## config.mk

```make
export PLATFORM = sky130hd
export DESIGN_NAME = retire_buffer
export DESIGN_NICKNAME = d
export VERILOG_FILES = /design/src/rtl/retq_pkg.sv /design/src/rtl/retq_ptrs.sv /design/src/rtl/retq_store.sv /design/src/rtl/retq_select.sv /design/src/rtl/retire_buffer.sv
export SDC_FILE = /design/constraint.sdc
export NUM_CORES = 1
export LEC_CHECK = 0
export ABC_AREA = 1
export BUFFER_PORTS_ARGS = -buffer_cell sky130_fd_sc_hd__buf_2
export CORE_ASPECT_RATIO = 1.5
export CORE_MARGIN = 4
export CORE_UTILIZATION = 36
export CTS_CLUSTER_DIAMETER = 40
export CTS_CLUSTER_SIZE = 14
export DETAILED_ROUTE_END_ITERATION = 6
export SYNTH_ARGS = -nofsm -noshare
export SYNTH_HDL_FRONTEND = slang
export SYNTH_SLANG_ARGS = --single-unit
```

## constraint.sdc

```tcl
create_clock -name clk -period 11.2 [get_ports clk]
set_input_delay 1.68 -clock clk [delete_from_list [all_inputs] [get_ports clk]]
set_output_delay 1.68 -clock clk [all_outputs]
set_load 0.05 [all_outputs]
```

## src/rtl/retq_pkg.sv

```systemverilog
// Shared types of the retirement buffer.
// Assumes nothing beyond IEEE 1800-2017.
package retq_pkg;

    // Redirect cause reported with a flush pulse
    typedef enum logic [1:0] {
        CAUSE_NONE   = 2'd0,
        CAUSE_FAULT  = 2'd1,
        CAUSE_BRANCH = 2'd2,
        CAUSE_IRQ    = 2'd3
    } cause_e;

    // Per-slot status as seen by the retire selector
    typedef struct packed {
        logic live;
        logic done;
        logic fault;
        logic mispred;
    } slot_stat_t;

endpackage

```

## src/rtl/retq_ptrs.sv

```systemverilog
// Head/tail pointers with an extra wrap bit.
// Assumes DEPTH is a power of two; at most one push and two pops per cycle.
// A flush returns both pointers to zero on the next edge.
module retq_ptrs #(
    parameter int DEPTH = 16,
    localparam int IDX_W = $clog2(DEPTH),
    localparam int PTR_W = IDX_W + 1
) (
    input  logic             clk,
    input  logic             rst_n,
    input  logic             push,
    input  logic [1:0]       pop_n,
    input  logic             flush,
    output logic [IDX_W-1:0] head_idx,
    output logic [IDX_W-1:0] tail_idx,
    output logic [PTR_W-1:0] occupancy,
    output logic             full
);

    logic [PTR_W-1:0] head_q, tail_q;

    // Advance the pointers, or clear them on reset or flush
    always_ff @(posedge clk) begin
        if (!rst_n || flush) begin
            head_q <= '0;
            tail_q <= '0;
        end else begin
            if (push) tail_q <= tail_q + PTR_W'(1);
            head_q <= head_q + PTR_W'(pop_n);
        end
    end

    // Derive slot indices, fill level and the full condition
    always_comb begin
        head_idx  = head_q[IDX_W-1:0];
        tail_idx  = tail_q[IDX_W-1:0];
        occupancy = tail_q - head_q;
        full      = (head_q[IDX_W-1:0] == tail_q[IDX_W-1:0]) &&
                    (head_q[IDX_W] != tail_q[IDX_W]);
    end

    // fill level never exceeds the slot count
    p_no_overflow_r2: assert property (@(posedge clk) disable iff (!rst_n)
        occupancy <= PTR_W'(DEPTH));

    // never retire more entries than are held
    p_pop_bound_r3: assert property (@(posedge clk) disable iff (!rst_n)
        PTR_W'(pop_n) <= occupancy);

endmodule

```

## src/rtl/retq_store.sv

```systemverilog
// Slot storage: live/done/fault/mispredict flags plus payload per slot.
// Assumes allocation only targets a free slot and cleared slots start at
// the read base; completions to free slots are dropped.
module retq_store
    import retq_pkg::*;
#(
    parameter int DEPTH  = 16,
    parameter int ARCH_W = 5,
    parameter int PTAG_W = 7,
    parameter int CODE_W = 4,
    localparam int IDX_W = $clog2(DEPTH)
) (
    input  logic              clk,
    input  logic              rst_n,
    input  logic              wr_en,
    input  logic [IDX_W-1:0]  wr_idx,
    input  logic [ARCH_W-1:0] wr_arch,
    input  logic [PTAG_W-1:0] wr_ptag,
    input  logic              cmp_en,
    input  logic [IDX_W-1:0]  cmp_idx,
    input  logic              cmp_fault,
    input  logic [CODE_W-1:0] cmp_code,
    input  logic              cmp_mispred,
    input  logic [1:0]        clr_n,
    input  logic [IDX_W-1:0]  base_idx,
    input  logic              flush,
    output slot_stat_t        stat0,
    output slot_stat_t        stat1,
    output logic [ARCH_W-1:0] arch0,
    output logic [PTAG_W-1:0] ptag0,
    output logic [CODE_W-1:0] code0,
    output logic [ARCH_W-1:0] arch1,
    output logic [PTAG_W-1:0] ptag1
);

    logic [DEPTH-1:0]  live_q, done_q, fault_q, mis_q;
    logic [ARCH_W-1:0] arch_q [DEPTH];
    logic [PTAG_W-1:0] ptag_q [DEPTH];
    logic [CODE_W-1:0] code_q [DEPTH];
    logic [IDX_W-1:0]  next_idx;

    assign next_idx = base_idx + IDX_W'(1);

    // Update slot flags: allocate, retire-clear, or record completion
    always_ff @(posedge clk) begin
        if (!rst_n || flush) begin
            live_q  <= '0;
            done_q  <= '0;
            fault_q <= '0;
            mis_q   <= '0;
        end else begin
            for (int i = 0; i < DEPTH; i++) begin
                if (wr_en && wr_idx == IDX_W'(i)) begin
                    live_q[i]  <= 1'b1;
                    done_q[i]  <= 1'b0;
                    fault_q[i] <= 1'b0;
                    mis_q[i]   <= 1'b0;
                end else if ((clr_n != 2'd0 && base_idx == IDX_W'(i)) ||
                             (clr_n == 2'd2 && next_idx == IDX_W'(i))) begin
                    live_q[i] <= 1'b0;
                    done_q[i] <= 1'b0;
                end else if (cmp_en && cmp_idx == IDX_W'(i) && live_q[i]) begin
                    done_q[i]  <= 1'b1;
                    fault_q[i] <= cmp_fault;
                    mis_q[i]   <= cmp_mispred;
                end
            end
        end
    end

    // Capture payload: register and tag at allocation, code at completion
    always_ff @(posedge clk) begin
        if (wr_en) begin
            arch_q[wr_idx] <= wr_arch;
            ptag_q[wr_idx] <= wr_ptag;
        end
        if (cmp_en) code_q[cmp_idx] <= cmp_code;
    end

    // Read the head slot and the slot behind it
    always_comb begin
        stat0 = {live_q[base_idx], done_q[base_idx], fault_q[base_idx], mis_q[base_idx]};
        stat1 = {live_q[next_idx], done_q[next_idx], fault_q[next_idx], mis_q[next_idx]};
        arch0 = arch_q[base_idx];
        ptag0 = ptag_q[base_idx];
        code0 = code_q[base_idx];
        arch1 = arch_q[next_idx];
        ptag1 = ptag_q[next_idx];
    end

    // allocation never lands on an occupied slot
    p_alloc_free_r2: assert property (@(posedge clk) disable iff (!rst_n)
        wr_en |-> !live_q[wr_idx]);

    // a slot can only be complete while it holds an entry
    p_done_live_r10: assert property (@(posedge clk) disable iff (!rst_n)
        (done_q & ~live_q) == '0);

    // whatever is cleared from the head had completed
    p_retire_complete_r3: assert property (@(posedge clk) disable iff (!rst_n)
        (clr_n != 2'd0) |-> (live_q[base_idx] && done_q[base_idx]));

endmodule

```

## src/rtl/retq_select.sv

```systemverilog
// Retire selector: decides which of the two oldest slots commit and
// whether a flush is raised, with fault over mispredict over interrupt.
// Purely combinational; assumes stat1 describes the slot behind stat0.
module retq_select
    import retq_pkg::*;
#(
    parameter int CODE_W = 4
) (
    input  slot_stat_t        stat0,
    input  slot_stat_t        stat1,
    input  logic              irq,
    input  logic [CODE_W-1:0] code0,
    output logic              ret0,
    output logic              ret1,
    output logic              flush,
    output cause_e            cause,
    output logic [CODE_W-1:0] code_out,
    output logic [1:0]        pop_n
);

    // Choose retiring slots and the redirect event
    always_comb begin
        ret0     = 1'b0;
        ret1     = 1'b0;
        flush    = 1'b0;
        cause    = CAUSE_NONE;
        code_out = '0;
        if (stat0.live && stat0.done) begin
            if (stat0.fault) begin
                flush    = 1'b1;
                cause    = CAUSE_FAULT;
                code_out = code0;
            end else begin
                ret0 = 1'b1;
                if (stat0.mispred) begin
                    flush = 1'b1;
                    cause = CAUSE_BRANCH;
                end else if (irq) begin
                    flush = 1'b1;
                    cause = CAUSE_IRQ;
                end else begin
                    ret1 = stat1.live && stat1.done && !stat1.fault && !stat1.mispred;
                end
            end
        end
        pop_n = {1'b0, ret0} + {1'b0, ret1};
    end

endmodule

```

## src/rtl/retire_buffer.sv

```systemverilog
// Top of the in-order retirement buffer: 16-slot circular queue, one
// allocation per cycle, out-of-order completion, two-wide in-order
// retirement and precise flush on fault, mispredict or interrupt.
// Assumes completions address slots returned on alloc_idx.
module retire_buffer
    import retq_pkg::*;
#(
    parameter int DEPTH  = 16,
    parameter int ARCH_W = 5,
    parameter int PTAG_W = 7,
    parameter int CODE_W = 4,
    localparam int IDX_W = $clog2(DEPTH),
    localparam int PTR_W = IDX_W + 1
) (
    input  logic              clk,
    input  logic              rst_n,
    input  logic              alloc_valid,
    input  logic [ARCH_W-1:0] alloc_arch,
    input  logic [PTAG_W-1:0] alloc_ptag,
    output logic              alloc_ready,
    output logic [IDX_W-1:0]  alloc_idx,
    input  logic              cmp_valid,
    input  logic [IDX_W-1:0]  cmp_idx,
    input  logic              cmp_fault,
    input  logic [CODE_W-1:0] cmp_code,
    input  logic              cmp_mispred,
    input  logic              irq_req,
    output logic              ret0_valid,
    output logic [ARCH_W-1:0] ret0_arch,
    output logic [PTAG_W-1:0] ret0_ptag,
    output logic              ret1_valid,
    output logic [ARCH_W-1:0] ret1_arch,
    output logic [PTAG_W-1:0] ret1_ptag,
    output logic              flush,
    output logic [1:0]        redirect_cause,
    output logic [CODE_W-1:0] fault_code
);

    logic [IDX_W-1:0] head_idx, tail_idx;
    logic [PTR_W-1:0] occupancy;
    logic             full, push;
    logic [1:0]       pop_n;
    slot_stat_t       stat0, stat1;
    logic [CODE_W-1:0] code0;
    cause_e           cause;

    // Accept allocation when a slot is free and no flush is under way
    always_comb begin
        alloc_ready    = !full && !flush;
        push           = alloc_valid && alloc_ready;
        alloc_idx      = tail_idx;
        redirect_cause = cause;
    end

    retq_ptrs #(.DEPTH(DEPTH)) u_ptrs (
        .clk(clk), .rst_n(rst_n), .push(push), .pop_n(pop_n), .flush(flush),
        .head_idx(head_idx), .tail_idx(tail_idx), .occupancy(occupancy), .full(full)
    );

    retq_store #(.DEPTH(DEPTH), .ARCH_W(ARCH_W), .PTAG_W(PTAG_W), .CODE_W(CODE_W)) u_store (
        .clk(clk), .rst_n(rst_n),
        .wr_en(push), .wr_idx(tail_idx), .wr_arch(alloc_arch), .wr_ptag(alloc_ptag),
        .cmp_en(cmp_valid), .cmp_idx(cmp_idx), .cmp_fault(cmp_fault),
        .cmp_code(cmp_code), .cmp_mispred(cmp_mispred),
        .clr_n(pop_n), .base_idx(head_idx), .flush(flush),
        .stat0(stat0), .stat1(stat1), .arch0(ret0_arch), .ptag0(ret0_ptag),
        .code0(code0), .arch1(ret1_arch), .ptag1(ret1_ptag)
    );

    retq_select #(.CODE_W(CODE_W)) u_sel (
        .stat0(stat0), .stat1(stat1), .irq(irq_req), .code0(code0),
        .ret0(ret0_valid), .ret1(ret1_valid), .flush(flush), .cause(cause),
        .code_out(fault_code), .pop_n(pop_n)
    );

    // the cycle after a flush starts from an empty queue
    p_flush_empty_r9: assert property (@(posedge clk) disable iff (!rst_n)
        flush |=> (occupancy == '0) && !ret0_valid);

    // the second slot never commits alone
    p_pair_order_r4: assert property (@(posedge clk) disable iff (!rst_n)
        ret1_valid |-> ret0_valid);

    // a full queue refuses allocation
    p_full_block_r2: assert property (@(posedge clk) disable iff (!rst_n)
        (occupancy == PTR_W'(DEPTH)) |-> !alloc_ready);

endmodule

```

==> summary.md, run 1 <==
| Metric | Value |
|---|---|
| Total Routing Usage GR | 20.20% |
| Worst setup margin | roughly 5000 ps |
| Initial antenna violation count | 2 |
| Min-delay worst type | reg -> reg |
| Crit end category | output port |
| CP max stage delay | 1000 ps |
| Setup CP Type | reg -> out |
| Static leakage | between 0.006 and 0.007 µW |
| I/O pin cnt | 65 |
| Mapped Cells | around 2000 |
| GP Congestion | approximately 0.95 |
| Register Area | a little over 9000 µm² |
| Largest net degree at the start of global routing | around 160 |
| Crit path DAT | approximately 4600 ps |
| DR vias/cell | about 5.5 |
| Wire per inst | between 20 and 25 µm |
| Clock-pin slew on the worst setup and hold paths | roughly 60 ps |
| Status | finished, final reports clean |
| Worst setup SP type | register |
| Setup TNS | 0 ps |
| Row cnt | 96 |
| Slew of the pin with the lowest slew margin | between 1000 and 1500 ps |
| Die Y | around 270 µm |
| Port Buffers | 64 |
| Yosys top cell by area | edfxtp_1 |
| Min Tclk post-route | between 6000 and 7000 ps |
| Synthesized Nets | around 2000 |
| Syn Area/Cell | ~8.5 µm² |
| HPWL Detailed | roughly 33000 µm |
| EDFF count, synth | roughly 260 |
| CP bufs+invs | 5 |
| Grt total ovfl | 0 |
| YS warnings | 0 |
| Synth cell count leaders | o21ai_0, nand2_1, edfxtp_1, nor2_1, inv_1 |
| Setup violators final | 0 |
| CTS Hold Buffers Added | 0 |
| Post-synthesis sequential area ratio | between 50% and 60% |
| CTS tree | built |
| Bufs on Longest Clock Path | 3 |
| Number of global-route vias before repair | 13580 |
| Share of layout cells above drive strength 1 | 9.004% |
| Reg2reg setup slack | between 5000 and 6000 ps |
| Clock sinks | 330 |
| Layout Nets | 2000 |
| Cell repeated most along the worst path | nand2_1 |
| Routed Wire Length | roughly 52000 µm |
| First-pass GRT wire length | 78270 µm |
| Yosys reg bits | 330 |
| Asr flop ratio synth | 0% |
| Post-CTS Setup Inserts | 0 |
| Cell Pwr Density | around 150 nW/µm² |
| Hold Fails Final Rpt | 0 |
| Total CTS buffers | 38 |
| DR DRC count | 0 |
| Max-cap viol count | 0 |
| Fin. max-slew vios | 0 |
| Worst slack, placed | 5538 ps |
| Worst Skew | between 15 and 20 ps |
| CP Cell Sequence | inv_6 -> buf_4 -> nand2_1 -> nand2_1 -> nand2_1 -> nand2_1 -> nand2_1 -> nand2_1 -> nor2_1 -> nor2_4 -> inv_1 -> nor2_1 -> inv_1 -> a21oi_1 -> buf_2 |
| VDD IR max | a little under 0.09 mV |
| Period utilization | a little under three fifths |
| # fillers | approximately 4500 |
| CTS H-Tree Depth | 2 |
| First drt pass iteration count | 5 |
| Share of the synthesized area in the top cell type | between 40% and 50% |
| DR vias | about 14000 |
| Max_slew headroom | ~26% |
| Area Growth Syn to Fin | 11.72% |
| DIE AREA | about 50000 µm² |
| Initial DRC Count | 1255 |
| Clk_lat worst skew | between 500 and 600 ps |
| Initial Utilization | a little over a third |
| Chip Width | roughly 180 µm |
| Top-count cell post-synth | o21ai_0 |
| Cell family with most CP delay | buffers and inverters |
| Multi-input logic area | between 6000 and 7000 µm² |
| Post-synth top flop | edfxtp_1 |
| Cell variety after synth | 40 |
| FMAX | 0.1597 GHz |
| Core ar. | approximately 46000 µm² |
| Clk root buf | clkbuf_16 |
| Post-route ant nets | 0 |
| Synth area leaders | edfxtp_1, o21ai_0, dfxtp_1, nand2_1, nor2_1 |
| Cell area after synthesis | 16720 µm² |
| CP Data Required Time | ~9500 ps |
| ANT cells | 0 |
| Unrepaired setup endpoints after global routing | false |
| CP Max Fanout | 154 |
| Post-CTS sizing | 0 |
| Crit path max-delay cell type | buf_4 |
## cell families after synthesis
logic type	after synthesis	synth area share, %
AOI/OAI and AO/OA	597	18.49
xor gates and xnor gates	7	0.3666
adders and majority gates	14	1.092
DFF	330	54.83
buffers and inverters	332	8.192
and+or+nand+nor	683	17.03
## cell usage in the layout (no fill, tap or decap), types with 4 or more instances in the layout
cell type  instances
a21oi_1          152
a22oi_1           14
buf_2             64
buf_4             15
bufinv_16          6
clkbuf_1           6
clkbuf_16         38
clkinv_4           4
dfxtp_1           72
edfxtp_1         256
ha_1              12
inv_1            202
inv_2              5
inv_6              8
inv_8              4
nand2_1          324
nand2_2           11
nand3_1           42
nand4_1           31
nor2_1           234
nor2_2             7
nor3_1            23
o211ai_1           6
o21ai_0          389
o21ai_1           10
o22ai_1           17
o311ai_0           7
xor2_1             5
## flip-flops by register name, summed over array words and instances (netlist names)
register,count
u_store.done_q,16
u_store.mis_q,16
u_store.live_q,16
u_ptrs.tail_q,5
u_store.ptag_q,112
u_store.arch_q,80
u_store.code_q,64
u_store.fault_q,16
u_ptrs.head_q,5
## metrics by stage
step	util [%]	area, µm²	hold slack, ps	total power [µW]	instances
global placement	37.79	17340	452.8	1466	2507
detailed placement	37.79	17340	459.4	1467	2507
CTS	40.72	18680	467.8	2794	2576
floorplan	-	16720	443.0	1422	1963
global route	40.72	18680	486.8	2850	2576
finish	40.72	18680	472.4	2773	2576
## worst paths after layout
path                            depth (start not counted)                 end         startpoint
worst max-delay path                                   15   redirect_cause[1]   u_ptrs.head_q[0]
worst min-delay path                                    2   u_store.live_q[8]  u_store.live_q[8]
worst max register to register                         21  u_store.fault_q[8]   u_ptrs.head_q[0]
worst min register to register                          2   u_store.live_q[8]  u_store.live_q[8]
## layer usage
layer / vias to the layer above / wire [µm] / global-route usage [%]
met5: - / 0 / 0
met4: 0 / 2988 / 11.27
met3: 162 / 3668 / 3.393
met2: 570 / 25980 / 35.29
met1: 6724 / 19360 / 23.23
li1: 6671 / - / -
## power by group
part | internal (µW) | switching (µW)
registers | 1330 | 6.17
clock network | 796 | 538
logic | 20.3 | 81.1
total | 2150 | 625
## worst reg2reg max path, stage by stage (launching register included)
cell and delay, ps:
dfxtp_4 490, inv_6 820, buf_4 1020, nand2_1 160, nand2_1 100, nand2_1 50, nand2_1 100, nand2_1 50
nand2_1 90, nor2_1 60, nor2_4 160, nand2_1 90, nor3_1 350, ha_1 480, nand2_1 200, o21ai_0 410
inv_1 150, nand2_1 150, nand2_1 60, o21ai_0 80, inv_1 70, nor2_1 90
## final cells by class
cell class | count | share of cell area, %
clock buffer | 46 | 5.358
clock inverter | 23 | 1.822
inverter | 209 | 4.253
multi-input combinational | 1301 | 33.20
sequential | 330 | 49.12
tap | 588 | 3.938
timing repair buffer | 79 | 2.317
Note: power is estimated with default switching activity, not from simulation.
==> inputs of run 2 (changes only) <==
ABC_AREA = 0   (was 1)
clock period = 6.25 ns   (was 11.2 ns; I/O delays follow)
==> run 2 against run 1 <==
Sequential share of layout area increased by 1.1 points; cell area decreased by 2.1%; global-route usage decreased by 2.5 points; largest power group unchanged; combinational power increased by 90%.
==> summary.md, run 2 <==
| Metric | Value |
|---|---|
| Cell area after synthesis | 16170 µm² (-3.3%) |
| Synth area leaders | edfxtp_1, mux4_2, dfxtp_1, mux2i_1, nor3_1 |
| Total CTS buffers | 39 (+2.6%) |
| Clock sinks | 330 (unchanged) |
| First-pass GRT wire length | 64820 µm (-17%) |
| Cell variety after synth | 51 (+28%) |
| Share of layout cells above drive strength 1 | 29.08% (+20 points) |
| CTS Hold Buffers Added | 0 (unchanged) |
| Initial antenna violation count | 1 (-1) |
| Clk root buf | clkbuf_16 |
| DIE AREA | 48440 µm² (-3.2%) |
| Commonest cells after routing, fill and taps aside | edfxtp_1, mux4_2, dfxtp_1 |
| Hold Fails Final Rpt | 0 (unchanged) |
| Synthesized Nets | 1097 (-45%) |
| Layout Nets | 1139 (-43%) |
| Max-cap viol count | 0 (unchanged) |
| Final core occ | 41.47% (+0.75 points) |
| DR vias/cell | 5.806 (+5.9%) |
| VDD IR max | 0.1654 mV (+91%) |
| Top-count cell post-synth | edfxtp_1 |
| Slew of the pin with the lowest slew margin | 1135 ps (+19.29 ps) |
| HP Start | u_store.live_q[4] |
| Number of global-route vias before repair | 10370 (-24%) |
| Max reg flops | 112 (unchanged) |
| Hold Path Cell Cnt | 2 (unchanged) |
| Yosys top cell by area | edfxtp_1 |
| CTS tree | built |
| Reg2reg setup slack | 1380 ps (-4550 ps) |
| Crit end category | output port |
| Mapped Cells | 1056 (-46%) |
| HPWL Detailed | 29110 µm (-12%) |
| Finished Layout Cells | 1705 (-34%) |
| Min Tclk post-route | approximately 5400 ps |
| Largest net degree at the start of global routing | 73 (-53%) |
| Dpl cells | 1633 (-35%) |
| First drt pass iteration count | 5 (unchanged) |
| Most common cell after layout, fill and taps aside | edfxtp_1 |
| Share of the synthesized area in the top cell type | 47.55% (+1.6 points) |
| DR vias | 9899 (-30%) |
| Worst Skew | 16.25 ps (-1.914 ps) |
| Area Growth Syn to Fin | 13.12% |
| Unrepaired setup endpoints after global routing | false |
| Asr flop ratio synth | 0% (unchanged) |
| Fin. max-slew vios | 0 (unchanged) |
| Post-synthesis sequential area ratio | 56.71% (+1.9 points) |
| FMAX | roughly 0.19 GHz |
| Post-route ant nets | 0 (unchanged) |
| Bufs on Longest Clock Path | 3 (unchanged) |
| Worst setup SP type | register |
| RR Startpoint | u_ptrs.head_q[0] |
| Setup violators final | 0 (unchanged) |
| Most flops, register | u_store.ptag_q |
| Cell repeated most along the worst path | mux4_2 |
| Setup TNS | 0 ps (unchanged) |
| Grt total ovfl | 0 (unchanged) |
| EDFF count, synth | 256 (unchanged) |
| CP max stage delay | 830 ps (-170 ps) |
| Core ar. | 44100 µm² (-3.9%) |
| Initial DRC Count | 825 (-34%) |
| Max_slew headroom | 24.31% (-1.3 points) |
| Min-delay worst type | reg -> reg |
| Clk_lat worst skew | 540 ps (about the same) |
| YS warnings | 0 (unchanged) |
| I/O pin cnt | 65 (unchanged) |
| Crit path max-delay cell type | dfxtp_4 |
| Row cnt | 94 (-2.1%) |
| Routed Wire Length | 43430 µm (-16%) |
| Static leakage | 0.005652 µW (-16%) |
| Post-synth top flop | edfxtp_1 |
| GP Congestion | 0.9501 (+0.24%) |
| # fillers | 4009 (-11%) |
| Yosys reg bits | 330 (unchanged) |
| Hold Path End | u_store.live_q[4] |
| Die Y | 267.6 µm (-1.6%) |
| Chip Width | 181.0 µm (-1.6%) |
| Post-CTS sizing | 0 (unchanged) |
| Cell Pwr Density | 267.2 nW/µm² (+80%) |
| CTS H-Tree Depth | 2 (unchanged) |
| Status | finished, final reports clean |
| Initial Utilization | 36.66% (+0.21 points) |
| CP Data Required Time | 5310 ps (-4210 ps) |
| Synth cell count leaders | edfxtp_1, mux4_2, nor2_1, dfxtp_1, nor3_1 |
| Setup CP Type | reg -> out |
| Largest registers in the final layout | u_store.ptag_q (112), u_store.arch_q (80), u_store.code_q (64) |
| Wire per inst | 25.47 µm (+26%) |
| Port Buffers | 64 (unchanged) |
| DR DRC count | 0 (unchanged) |
| Post-CTS Setup Inserts | 0 (unchanged) |
| Total Routing Usage GR | 17.65% (-2.5 points) |
| Crit path DAT | 4430 ps (-150 ps) |
| FF-to-FF End | u_store.mis_q[7] |
| Worst R2R Path Depth | 13 (-38%) |
| Period utilization | between 80 and 90% |
| Syn Area/Cell | 15.31 µm² (+80%) |
| CP Cell Sequence | inv_1 -> ha_4 -> buf_4 -> mux4_2 -> mux4_2 -> buf_2 |
| CP Max Fanout | 46 (-70%) |
| Clock-pin slew on the worst setup and hold paths | 60 ps (about the same) |
## run 2: per-stage QoR
step	power, µW	instance area, µm²	hold slack (ps)	setup WS, ps
final	4886	18290	491.3	884.4
after global routing	5039	18290	520.8	576.5
after CTS	4930	18290	490.1	723.3
after detailed placement	2642	16980	479.9	1305
after global placement	2638	16980	481.7	1367
after floorplan	2564	16170	455.0	1040
## run 2: metal layers
metal	track usage (%)	vias up	part of all wire [%]
li1	-	4381	-
met1	20.38	5106	38
met2	32.06	317	53
met3	2.989	95	4.7
met4	8.119	0	4.7
met5	0	-	0
## run 2: worst max path at each step
stage                           from          endpoint  slack [ps]  depth (start not counted)
floorplan           u_ptrs.head_q[1]  u_ptrs.head_q[4]        1040                         23
global placement    u_ptrs.head_q[1]      ret1_arch[3]        1370                          6
detailed placement  u_ptrs.head_q[1]      ret1_arch[3]        1300                          6
CTS                 u_ptrs.head_q[1]      ret1_arch[3]         720                          6
global route        u_ptrs.head_q[1]      ret1_arch[3]         580                          6
finish              u_ptrs.head_q[1]      ret1_arch[3]         880                          6
## run 2: where the power goes
part	total (µW)	internal (µW)	switching [µW]
Combinational	192	52.9	139
Clock	2290	1360	929
Sequential	2400	2390	12.3
## run 2: layout make-up
class / count / area, µm² / share of cell area (%)
Antenna cell: 1 / 2.502 / 0.01368
Clock buffer: 46 / 1023 / 5.596
Clock inverter: 25 / 285.3 / 1.560
Inverter: 10 / 37.54 / 0.2052
Multi-Input combinational cell: 636 / 6594 / 36.05
Sequential cell: 330 / 9178 / 50.18
Tap cell: 576 / 720.7 / 3.941
Timing Repair Buffer: 81 / 447.9 / 2.449
## run 2: cells by family after synthesis
family,after synthesis,synth area share [%]
fa+ha+maj,14,1.130
mux,198,24.34
buf+inv,90,3.010
simple gates,309,9.526
xor+xnor,14,0.7584
flops,330,56.71
compound gates,101,4.527
## run 2: critical path: cells and delay by family (launching register included)
kind | cells | cell delay (ps)
fa+ha+maj | 1 | 690
buf+inv | 3 | 1190
flops | 1 | 830
mux | 2 | 1150
==> inputs of run 3 (changes only) <==
==> constraint.sdc (replaced) <==
create_clock -name clk -period 6.25 [get_ports clk]
set_input_delay 0.3125 -clock clk [delete_from_list [all_inputs] [get_ports clk]]
set_output_delay 0.3125 -clock clk [all_outputs]
set_load 0.05 [all_outputs]
==> run 3 against run 2 <==
Sequential share of layout area is 0.67 points higher; setup slack gained 790 ps; clock-buffer cell count down 3; register-to-register slack better by 510 ps; wire length is 1.0% lower; largest power group unchanged; clock power is 15% lower; cell area shrank 1.3%; power fell by 7.0%; fmax rose by 17%.
==> summary.md, run 3 (synthesis gave the netlist of run 2 again) <==
| Metric | Value |
|---|---|
| Status | finished, final reports clean |
| Most common cell after layout, fill and taps aside | edfxtp_1 |
| I/O pin cnt | 65 (unchanged) |
| DIE AREA | 48440 µm² (unchanged) |
| GP Congestion | 0.9306 (-2.1%) |
| Min Tclk post-route | 4580 ps (-785.5 ps) |
| Largest registers in the final layout | u_store.ptag_q (112), u_store.arch_q (80), u_store.code_q (64) |
| Switching pwr | 1004 µW (-7.1%) |
| Clk root buf | clkbuf_16 |
| DR DRC count | 0 (unchanged) |
| First-pass GRT wire length | 65370 µm (+0.85%) |
| Initial Utilization | 36.66% (unchanged) |
| Logic pwr share | 4.3% (+0.4 points) |
| Static leakage | 0.005545 µW (-1.9%) |
| Dpl cells | 1635 (+0.12%) |
| Bufs on Longest Clock Path | 3 (unchanged) |
| Crit path DAT | 4270 ps (-160 ps) |
| Post-CTS Setup Inserts | 0 (unchanged) |
| Fin. max-slew vios | 0 (unchanged) |
| Layout Nets | 1137 (-0.18%) |
| Total Routing Usage GR | 17.70% (+0.047 points) |
| CTS H-Tree Depth | 2 (unchanged) |
| Worst setup SP type | register |
| CP Data Required Time | 5940 ps (+630 ps) |
| Routed Wire Length | 42980 µm (-1.0%) |
| Row cnt | 94 (unchanged) |
| Chip Width | 181.0 µm (unchanged) |
| HPWL Detailed | 28660 µm (-1.6%) |
| Wire per inst | 25.38 µm (-0.34%) |
| DR vias | 9821 (-0.79%) |
| FMAX | 0.2183 GHz (+17%) |
| Slew of the pin with the lowest slew margin | 1078 ps (-57.38 ps) |
| Core ar. | 44100 µm² (unchanged) |
| Worst setup margin | 1670 ps (+785.5 ps) |
| Initial antenna violation count | 3 (+2) |
| Min-delay worst type | in -> reg |
| Finished Layout Cells | 1693 (-0.70%) |
| VDD IR max | 0.1581 mV (-4.4%) |
| Reg power frac | 52.8% (+3.7 points) |
| Max reg flops | 112 (unchanged) |
| Initial DRC Count | 896 (+8.6%) |
| Max-cap viol count | 0 (unchanged) |
| Grt total ovfl | 0 (unchanged) |
| Post-route ant nets | 0 (unchanged) |
| Power, Total | 4544 µW (-7.0%) |
| Clk_lat worst skew | 520 ps (-20 ps) |
| Die Y | 267.6 µm (unchanged) |
| First drt pass iteration count | 5 (unchanged) |
| Most flops, register | u_store.ptag_q |
| Unrepaired setup endpoints after global routing | false |
| Setup violators final | 0 (unchanged) |
| Worst Skew | 11.47 ps (-4.781 ps) |
| Area Growth Syn to Fin | 11.63% |
| Hold Fails Final Rpt | 0 (unchanged) |
| Cell Pwr Density | 251.7 nW/µm² (-5.8%) |
| Clock sinks | 330 (unchanged) |
| Period utilization | 73.28% (-13 points) |
| Setup TNS | 0 ps (unchanged) |
| Total CTS buffers | 35 (-10%) |
| CP Max Fanout | 25 (-46%) |
| Setup CP Type | reg -> out |
| DR vias/cell | 5.801 (about the same) |
| Clock share of power | 42.9% (-4.0 points) |
| Port Buffers | 64 (unchanged) |
| Max_slew headroom | 28.06% (+3.7 points) |
| Cell Int Power | 3540 µW (-7.0%) |
| Number of global-route vias before repair | 10450 (+0.70%) |
| Worst slack, placed | 1899 ps (+594.2 ps) |
| CTS Hold Buffers Added | 0 (unchanged) |
| Post-CTS sizing | 0 (unchanged) |
| Reg2reg setup slack | 1890 ps (+510 ps) |
| Sw Share | 22.10% (about the same) |
| Clock-pin slew on the worst setup and hold paths | 70 ps (about the same) |
| Crit end category | output port |
| CTS tree | built |
| Largest net degree at the start of global routing | 64 (-12%) |
| Share of layout cells above drive strength 1 | 28.25% (-0.83 points) |
| Commonest cells after routing, fill and taps aside | edfxtp_1, mux4_2, dfxtp_1 |
-- run 3: path summary, 6_finish.rpt --
kind                      from                     to  depth (start not counted)
min reg2reg  u_store.live_q[2]      u_store.live_q[2]                          2
min              alloc_arch[1]  u_store.arch_q[12][1]                          1
max reg2reg   u_ptrs.head_q[1]       u_store.mis_q[6]                         13
max           u_ptrs.head_q[3]                  flush                          6
-- run 3: power by group through the flow --
stage	Combinational, µW	Clock (µW)	Sequential (µW)
floorplan	119	0	2440
global placement	194	0	2450
detailed placement	197	0	2450
CTS	197	1990	2400
global route	209	2070	2400
finish	195	1950	2400
-- run 3: layout make-up --
type	count	area, µm²
fill	4020	26060
sequential	330	9178
multi-input combinational	636	6594
clock buffer	43	958.4
tap	576	720.7
timing repair buffer	83	462.9
clock inverter	13	92.59
inverter	10	37.54
antenna	2	5.005
-- run 3: critical path, stage by stage, from the launching register on --
cell and delay [ps]:
dfxtp_1 450, inv_2 720, mux4_2 620, a22o_1 300, a211oi_4 890, buf_4 420, buf_2 320
-- run 3: layer usage --
metal / track usage [%] / share of wire [%]
met3: 2.677 / 4.9
met1: 21.57 / 39
met2: 31.56 / 53
met5: 0 / 0.030
met4: 7.225 / 3.6
-- run 3: metrics by stage --
| stage | utilization (%) | cell area, µm² | hold slack (ps) |
|---|---|---|---|
| after floorplan | - | 16170 | 411.4 |
| after global placement | 38.53 | 16990 | 482.9 |
| after detailed placement | 38.53 | 16990 | 489.5 |
| after CTS | 40.91 | 18040 | 140.0 |
| after global routing | 40.92 | 18050 | 159.0 |
| final | 40.92 | 18050 | 164.1 |
